==> src/rtl/lpi_pend_pkg.sv <==
package lpi_pend_pkg;

  localparam int BYTE_W = 8;
  localparam int BIT_SEL_W = 3;

  typedef enum logic [3:0] {
    ST_IDLE,
    ST_READ,
    ST_MODIFY,
    ST_WRITE,
    ST_PRIO_ASK,
    ST_PRIO_WAIT,
    ST_SCAN_ASK,
    ST_SCAN_WAIT,
    ST_FINISH
  } upd_state_e;

endpackage

==> src/rtl/lpi_req_filter.sv <==
module lpi_req_filter #(
  parameter int ID_W      = 16,
  parameter int AW        = 32,
  parameter int IDB_W     = 5,
  parameter int FIRST_LPI = 8192
) (
  input  logic             lpi_en,
  input  logic [AW-1:0]    prop_base,
  input  logic [AW-1:0]    pend_base,
  input  logic [IDB_W-1:0] idbits,
  input  logic [ID_W-1:0]  id,
  output logic             legal
);

  localparam int SHW = IDB_W + 1;
  localparam logic [SHW-1:0] ID_W_S = SHW'(ID_W);
  localparam logic [ID_W-1:0] FIRST_S = ID_W'(FIRST_LPI);

  logic [SHW-1:0] span;
  logic           cfg_ok;
  logic           low_ok;
  logic           high_ok;

  always_comb begin
    span    = {1'b0, idbits} + SHW'(1);
    cfg_ok  = lpi_en && (prop_base != '0) && (pend_base != '0);
    low_ok  = (id >= FIRST_S);
    high_ok = (span >= ID_W_S) || ((id >> span) == '0);
    legal   = cfg_ok && low_ok && high_ok;
  end

endmodule

==> src/rtl/lpi_bit_merge.sv <==
module lpi_bit_merge
  import lpi_pend_pkg::*;
(
  input  logic [BYTE_W-1:0]    old_byte,
  input  logic [BIT_SEL_W-1:0] sel,
  input  logic                 level,
  output logic [BYTE_W-1:0]    new_byte,
  output logic                 cur_bit
);

  for (genvar b = 0; b < BYTE_W; b++) begin : g_lane
    assign new_byte[b] = (sel == BIT_SEL_W'(b)) ? level : old_byte[b];
  end

  assign cur_bit = old_byte[sel];

endmodule

==> src/rtl/lpi_best_cache.sv <==
module lpi_best_cache #(
  parameter int ID_W   = 16,
  parameter int PRIO_W = 8
) (
  input  logic              clk,
  input  logic              rst,
  input  logic              cand_load,
  input  logic [ID_W-1:0]   cand_id,
  input  logic [PRIO_W-1:0] cand_prio,
  input  logic              inval,
  input  logic              scan_load,
  input  logic              scan_found,
  input  logic [ID_W-1:0]   scan_id,
  input  logic [PRIO_W-1:0] scan_prio,
  output logic              valid,
  output logic [ID_W-1:0]   id,
  output logic [PRIO_W-1:0] prio
);

  logic wins;

  assign wins = !valid || (cand_prio < prio);

  always_ff @(posedge clk) begin
    if (rst) begin
      valid <= 1'b0;
      id    <= '0;
      prio  <= '1;
    end else if (scan_load) begin
      valid <= scan_found;
      id    <= scan_id;
      prio  <= scan_found ? scan_prio : '1;
    end else if (inval) begin
      valid <= 1'b0;
      prio  <= '1;
    end else if (cand_load && wins) begin
      valid <= 1'b1;
      id    <= cand_id;
      prio  <= cand_prio;
    end
  end

endmodule

==> src/rtl/lpi_pend_updater.sv <==
module lpi_pend_updater
  import lpi_pend_pkg::*;
#(
  parameter int ID_W      = 16,
  parameter int PRIO_W    = 8,
  parameter int AW        = 32,
  parameter int IDB_W     = 5,
  parameter int FIRST_LPI = 8192
) (
  input  logic              clk,
  input  logic              rst,
  input  logic              cfg_lpi_en,
  input  logic [AW-1:0]     cfg_prop_base,
  input  logic [AW-1:0]     cfg_pend_base,
  input  logic [IDB_W-1:0]  cfg_idbits,
  input  logic              req_valid,
  output logic              req_ready,
  input  logic [ID_W-1:0]   req_id,
  input  logic              req_level,
  output logic              mem_rd_en,
  output logic              mem_wr_en,
  output logic [AW-1:0]     mem_addr,
  input  logic [7:0]        mem_rd_data,
  output logic [7:0]        mem_wr_data,
  output logic              prio_req,
  output logic [ID_W-1:0]   prio_id,
  input  logic              prio_rsp_valid,
  input  logic [PRIO_W-1:0] prio_rsp,
  output logic              rescan_req,
  input  logic              rescan_done,
  input  logic              rescan_found,
  input  logic [ID_W-1:0]   rescan_id,
  input  logic [PRIO_W-1:0] rescan_prio,
  output logic              best_valid,
  output logic [ID_W-1:0]   best_id,
  output logic [PRIO_W-1:0] best_prio,
  output logic              irq_update
);

  upd_state_e            state;
  logic [ID_W-1:0]       id_q;
  logic                  lvl_q;
  logic [AW-1:0]         addr_q;
  logic [BYTE_W-1:0]     wdata_q;
  logic                  legal;
  logic [BYTE_W-1:0]     merged;
  logic                  cur_bit;
  logic                  hit_best;

  lpi_req_filter #(
    .ID_W(ID_W), .AW(AW), .IDB_W(IDB_W), .FIRST_LPI(FIRST_LPI)
  ) u_filter (
    .lpi_en    (cfg_lpi_en),
    .prop_base (cfg_prop_base),
    .pend_base (cfg_pend_base),
    .idbits    (cfg_idbits),
    .id        (req_id),
    .legal     (legal)
  );

  lpi_bit_merge u_merge (
    .old_byte (mem_rd_data),
    .sel      (id_q[BIT_SEL_W-1:0]),
    .level    (lvl_q),
    .new_byte (merged),
    .cur_bit  (cur_bit)
  );

  assign hit_best = best_valid && (best_id == id_q);

  always_ff @(posedge clk) begin
    if (rst) begin
      state   <= ST_IDLE;
      id_q    <= '0;
      lvl_q   <= 1'b0;
      addr_q  <= '0;
      wdata_q <= '0;
    end else begin
      case (state)
        ST_IDLE: begin
          if (req_valid && legal) begin
            id_q   <= req_id;
            lvl_q  <= req_level;
            addr_q <= cfg_pend_base + AW'(req_id >> BIT_SEL_W);
            state  <= ST_READ;
          end
        end
        ST_READ:   state <= ST_MODIFY;
        ST_MODIFY: begin
          if (cur_bit == lvl_q) begin
            state <= ST_FINISH;
          end else begin
            wdata_q <= merged;
            state   <= ST_WRITE;
          end
        end
        ST_WRITE: begin
          if (lvl_q)         state <= ST_PRIO_ASK;
          else if (hit_best) state <= ST_SCAN_ASK;
          else               state <= ST_FINISH;
        end
        ST_PRIO_ASK:  state <= ST_PRIO_WAIT;
        ST_PRIO_WAIT: if (prio_rsp_valid) state <= ST_FINISH;
        ST_SCAN_ASK:  state <= ST_SCAN_WAIT;
        ST_SCAN_WAIT: if (rescan_done) state <= ST_FINISH;
        ST_FINISH:    state <= ST_IDLE;
        default:      state <= ST_IDLE;
      endcase
    end
  end

  assign req_ready   = (state == ST_IDLE);
  assign mem_rd_en   = (state == ST_READ);
  assign mem_wr_en   = (state == ST_WRITE);
  assign mem_addr    = addr_q;
  assign mem_wr_data = wdata_q;
  assign prio_req    = (state == ST_PRIO_ASK);
  assign prio_id     = id_q;
  assign rescan_req  = (state == ST_SCAN_ASK);
  assign irq_update  = (state == ST_FINISH);

  lpi_best_cache #(.ID_W(ID_W), .PRIO_W(PRIO_W)) u_cache (
    .clk        (clk),
    .rst        (rst),
    .cand_load  ((state == ST_PRIO_WAIT) && prio_rsp_valid),
    .cand_id    (id_q),
    .cand_prio  (prio_rsp),
    .inval      ((state == ST_WRITE) && !lvl_q && hit_best),
    .scan_load  ((state == ST_SCAN_WAIT) && rescan_done),
    .scan_found (rescan_found),
    .scan_id    (rescan_id),
    .scan_prio  (rescan_prio),
    .valid      (best_valid),
    .id         (best_id),
    .prio       (best_prio)
  );

endmodule

==> config.mk <==
export PLATFORM = sky130hd
export DESIGN_NAME = lpi_pend_updater
export DESIGN_NICKNAME = d
export VERILOG_FILES = /design/src/rtl/lpi_pend_pkg.sv /design/src/rtl/lpi_req_filter.sv /design/src/rtl/lpi_bit_merge.sv /design/src/rtl/lpi_best_cache.sv /design/src/rtl/lpi_pend_updater.sv
export SDC_FILE = /design/constraint.sdc
export NUM_CORES = 1
export LEC_CHECK = 0
export ABC_AREA = 1
export BUFFER_PORTS_ARGS = -buffer_cell sky130_fd_sc_hd__buf_4
export CAP_MARGIN = 5
export CORE_UTILIZATION = 46
export CTS_BUF_LIST = sky130_fd_sc_hd__clkbuf_4
export DETAILED_ROUTE_END_ITERATION = 6
export GPL_TIMING_DRIVEN = 1
export PLACE_DENSITY = 0.76
export SYNTH_ARGS = -nofsm -noshare
export SYNTH_HDL_FRONTEND = slang
export SYNTH_SLANG_ARGS = --single-unit
==> constraint.sdc <==
create_clock -name clk -period 2.1 [get_ports clk]
set_clock_uncertainty 0.1 [all_clocks]
set_input_delay 0.21 -clock clk [delete_from_list [all_inputs] [get_ports clk]]
set_output_delay 0.21 -clock clk [all_outputs]
set_load 0.005 [all_outputs]
==> results.md <==
* PnR Total Power at 0.00388 W
* Total congestion overflow at 0
* Syn Nets at 1,061
* Syn Std Cell Area at 5740 µm²
* Die area at 12,900 µm²
* Clock Sinks at 86
* WS Path Type: input pin to register
* DRT antenna net count at 0
* First drt pass iteration count at 7
* Fin. max-slew vios at 0
* Pwr Density at 437 nW/µm²
* Crit path buf inv count at 3
* Cell leakage power at 4.24 nW
* Number of enable flip-flop cells after synthesis at 0
* Final core utilization at 0.736
* Cell Rows at 40
* Post-Synth XOR/XNOR Area at 0.0534
* Ys async rst share at 0
* IO Port Bufs at 219
* Final setup fails at 0
* Initial Util at 0.476
* Seq/Total Area, Yosys at 0.300
* Area growth from synthesis to layout at 54.7%
* GRT busiest layer: met2
* Cell Chain, Critical Path: dlygate4sd3_1, buf_4, ha_1, a21oi_2, o21ai_2, nand4_1, nand2_1, nand2_2, nand3_4, clkbuf_16, nor2_1, a21oi_1, a21oi_1
* YS warnings at 0
* Synth Area in Compound Gates at 0.134
* Io pins at 220
* Max VDD drop at 298 µV
* TritonCTS Buffers at 9
* Post-Synthesis Cells at 907
* Syn avg cell area at 6.32 µm²
* Root Buffer: clkbuf_4
* WHS at 0.0191 ns
* GR met2 Demand/Resource at 0.548
* Antenna fix cells at 0
* Met3 Use GR at 0.0680
* Hold Violations, Final at 0
* Hpwl dp at 14,500 µm
* Cell repeated most along the worst path: a21oi_1
* Ranking of synthesized cells by area: dfxtp_1 (30%), nand2_1 (17%), a21oi_1 (9.2%)
* Layout cells sized above 1 at 0.282
* CP endpoint kind: register
* Startpoint class of the critical path: input pin
* Mux cell area share after synthesis at 0
* RSZ-0062 raised after global routing: true
* CP top delay family: buffers and inverters
* DR iter-0 viols at 655
* Drt total wl at 20,800 µm
* CP peak stage delay at 0.54 ns
* Post-Synth Adder-Cell Area at 0.0471
* Main flop type after synthesis: dfxtp_1
* FF+latch count, synth at 86
* Tot GR Track Use at 0.309
* Gp weighted congestion at 0.909
* Largest net degree at the start of global routing at 74
* Worst Max-Slew Pin Slew at 0.809 ns
* Area of the core at 12,100 µm²
* Final net count at 1,389
* Crit path time final at 2.09 ns
* Worst EP required at 2.40 ns
* CTS tree: built
* Vias in the first global route at 6,678
* First-pass GRT wire length at 31,800 µm
* Die X-Extent at 114 µm
* Critical Path AT at 2.39 ns
* # DRC at 3
* Clk buf depth at 2
* Slowest-stage cell, CP: dlygate4sd3_1
* Fin crit share at 0.996
* Vias per inst at 5.31
* CP max FO at 5
* Post-synth top area share at 0.300
* Routed wire per std cell at 14.8 µm
* Status: finished, violations left
* Simple-gate share of the synthesized area at 0.378
* Max Freq at 478 MHz
* H-tree Lvls at 3
* Vias at 7,482
* Main combinational cell family by area after synthesis: simple AND/OR/NAND/NOR gates
* M1 GR Usage at 0.377
* Violated checks: DRC
* DIE HEIGHT at 114 µm
* Number of max-cap violations at 0
* Initial antenna violation count at 0
* Slew headroom at 0.461
* Clock transition at path regs at 0.15 ns
* Synth area leader: dfxtp_1
* Number of distinct library cells after synthesis at 40
* Worst Hold Class: input pin to register
* Clk_lat worst skew at 0.48 ns
-- per-stage QoR --
step                cell area (µm²)  std cells  TNS (ns)  setup WS (ns)
floorplan                      5740        907         0        0.00179
global placement               8010       1328     -2.26         -0.155
detailed placement             8010       1328     -3.16         -0.178
CTS                            8670       1398         0         0.0120
global route                   8870       1408    -0.200        -0.0609
finish                         8870       1408         0        0.00888
-- cell type report --
class                   instances  area, µm²
repair buffers                352       2890
multi-input cells             696       3590
clock buffers                  10       75.1
well taps                     168        210
inverters                      90        342
fillers                       984       3190
flip-flops and latches         86       1730
clock inverters                 6       37.5
-- worst reg2reg max path, stage by stage (launching register included) --
cell,delay (ns)
dfxtp_1,0.38
inv_1,0.05
ha_1,0.27
nand2_1,0.07
o21ai_2,0.14
nand4_1,0.10
nand2_1,0.09
nand2_2,0.09
nand3_4,0.18
buf_12,0.17
nor2_1,0.06
a21oi_1,0.16
a21oi_1,0.09
-- final timing paths --
kind	start	end	slack, ns	cells after the start
max	prio_rsp[1]	u_cache.id[14]	0.009	13
min	req_id[6]	prio_id[6]	0.02	4
max reg2reg	u_cache.prio[2]	u_cache.id[9]	0.03	12
min reg2reg	mem_wr_data[5]	mem_wr_data[5]	0.37	2
-- flip-flops by register name (all words and copies together) (netlist names) --
register / flops
lvl_q: 1
mem_addr: 32
mem_wr_data: 8
prio_id: 16
state: 4
u_cache.id: 16
u_cache.prio: 8
u_cache.valid: 1
-- report_power, final --
group / leakage, nW / internal, W / switching, W / total (W)
clock network: 0.0602 / 0.000252 / 0.000618 / 0.000870
registers: 0.695 / 0.00169 / 0.0000462 / 0.00174
logic: 3.49 / 0.000644 / 0.000623 / 0.00127
-- cell usage after synthesis, types with 2 or more instances --
cell	count
o21ai_0	21
clkbuf_1	20
a21oi_1	106
nand2_1	257
or2_2	13
dfxtp_1	86
o21ai_1	2
buf_6	2
nor3_1	12
inv_1	88
xnor2_1	18
buf_1	2
nor2_1	77
nand3b_1	6
nor4_1	16
ha_1	20
nand3_1	76
buf_2	10
nand4_1	30
nand3_2	2
o22ai_1	3
a31oi_1	5
nand2_2	2
xor2_1	17
-- layer usage --
metal	part of all wire	wire length, µm
met4	0.015	308
met3	0.094	1960
met2	0.49	10100
met1	0.40	8440
met5	0	0
-- cell usage in the layout, fill, tap and decap left out, types with 2 or more instances in the layout --
master,Yosys,final
nand3b_1,6,6
buf_12,0,5
o21ai_1,2,3
nand3_4,0,2
o21ai_2,0,2
buf_6,2,3
nor3_1,12,12
a21oi_2,0,5
or2_2,13,13
dfxtp_1,86,81
buf_4,1,286
clkinv_2,0,2
ha_1,20,19
nand3_1,76,74
dlygate4sd3_1,0,56
nand3_2,2,2
nand2_2,2,5
clkbuf_4,0,10
nor4_1,16,16
xor2_1,17,17
inv_1,88,88
a31oi_1,5,5
nand2_1,257,254
a21oi_1,106,101
dfxtp_2,0,4
o21ai_0,21,18
o22ai_1,3,3
xnor2_1,18,18
clkinvlp_4,0,3
nand4_1,30,30
clkbuf_16,0,2
nor2_1,77,77
-- kinds of logic (layout without fill, tap and decap cells) --
logic type	after synthesis	count (layout)
fa+ha+maj	21	21
simple gates	494	494
flops	86	86
buf+inv	125	458
xor+xnor	35	35
compound gates	146	146
-- what timing repair did --
action                                 CTS  global route
gates resized for setup                  2            27
gates cloned                             0             2
buffers inserted                         0             6
pin swaps                                0             5
endpoints found under the hold margin   45             2
setup endpoints to repair               21            43
hold buffers                            54             2
No activity file was read; power rests on OpenSTA's default activity.
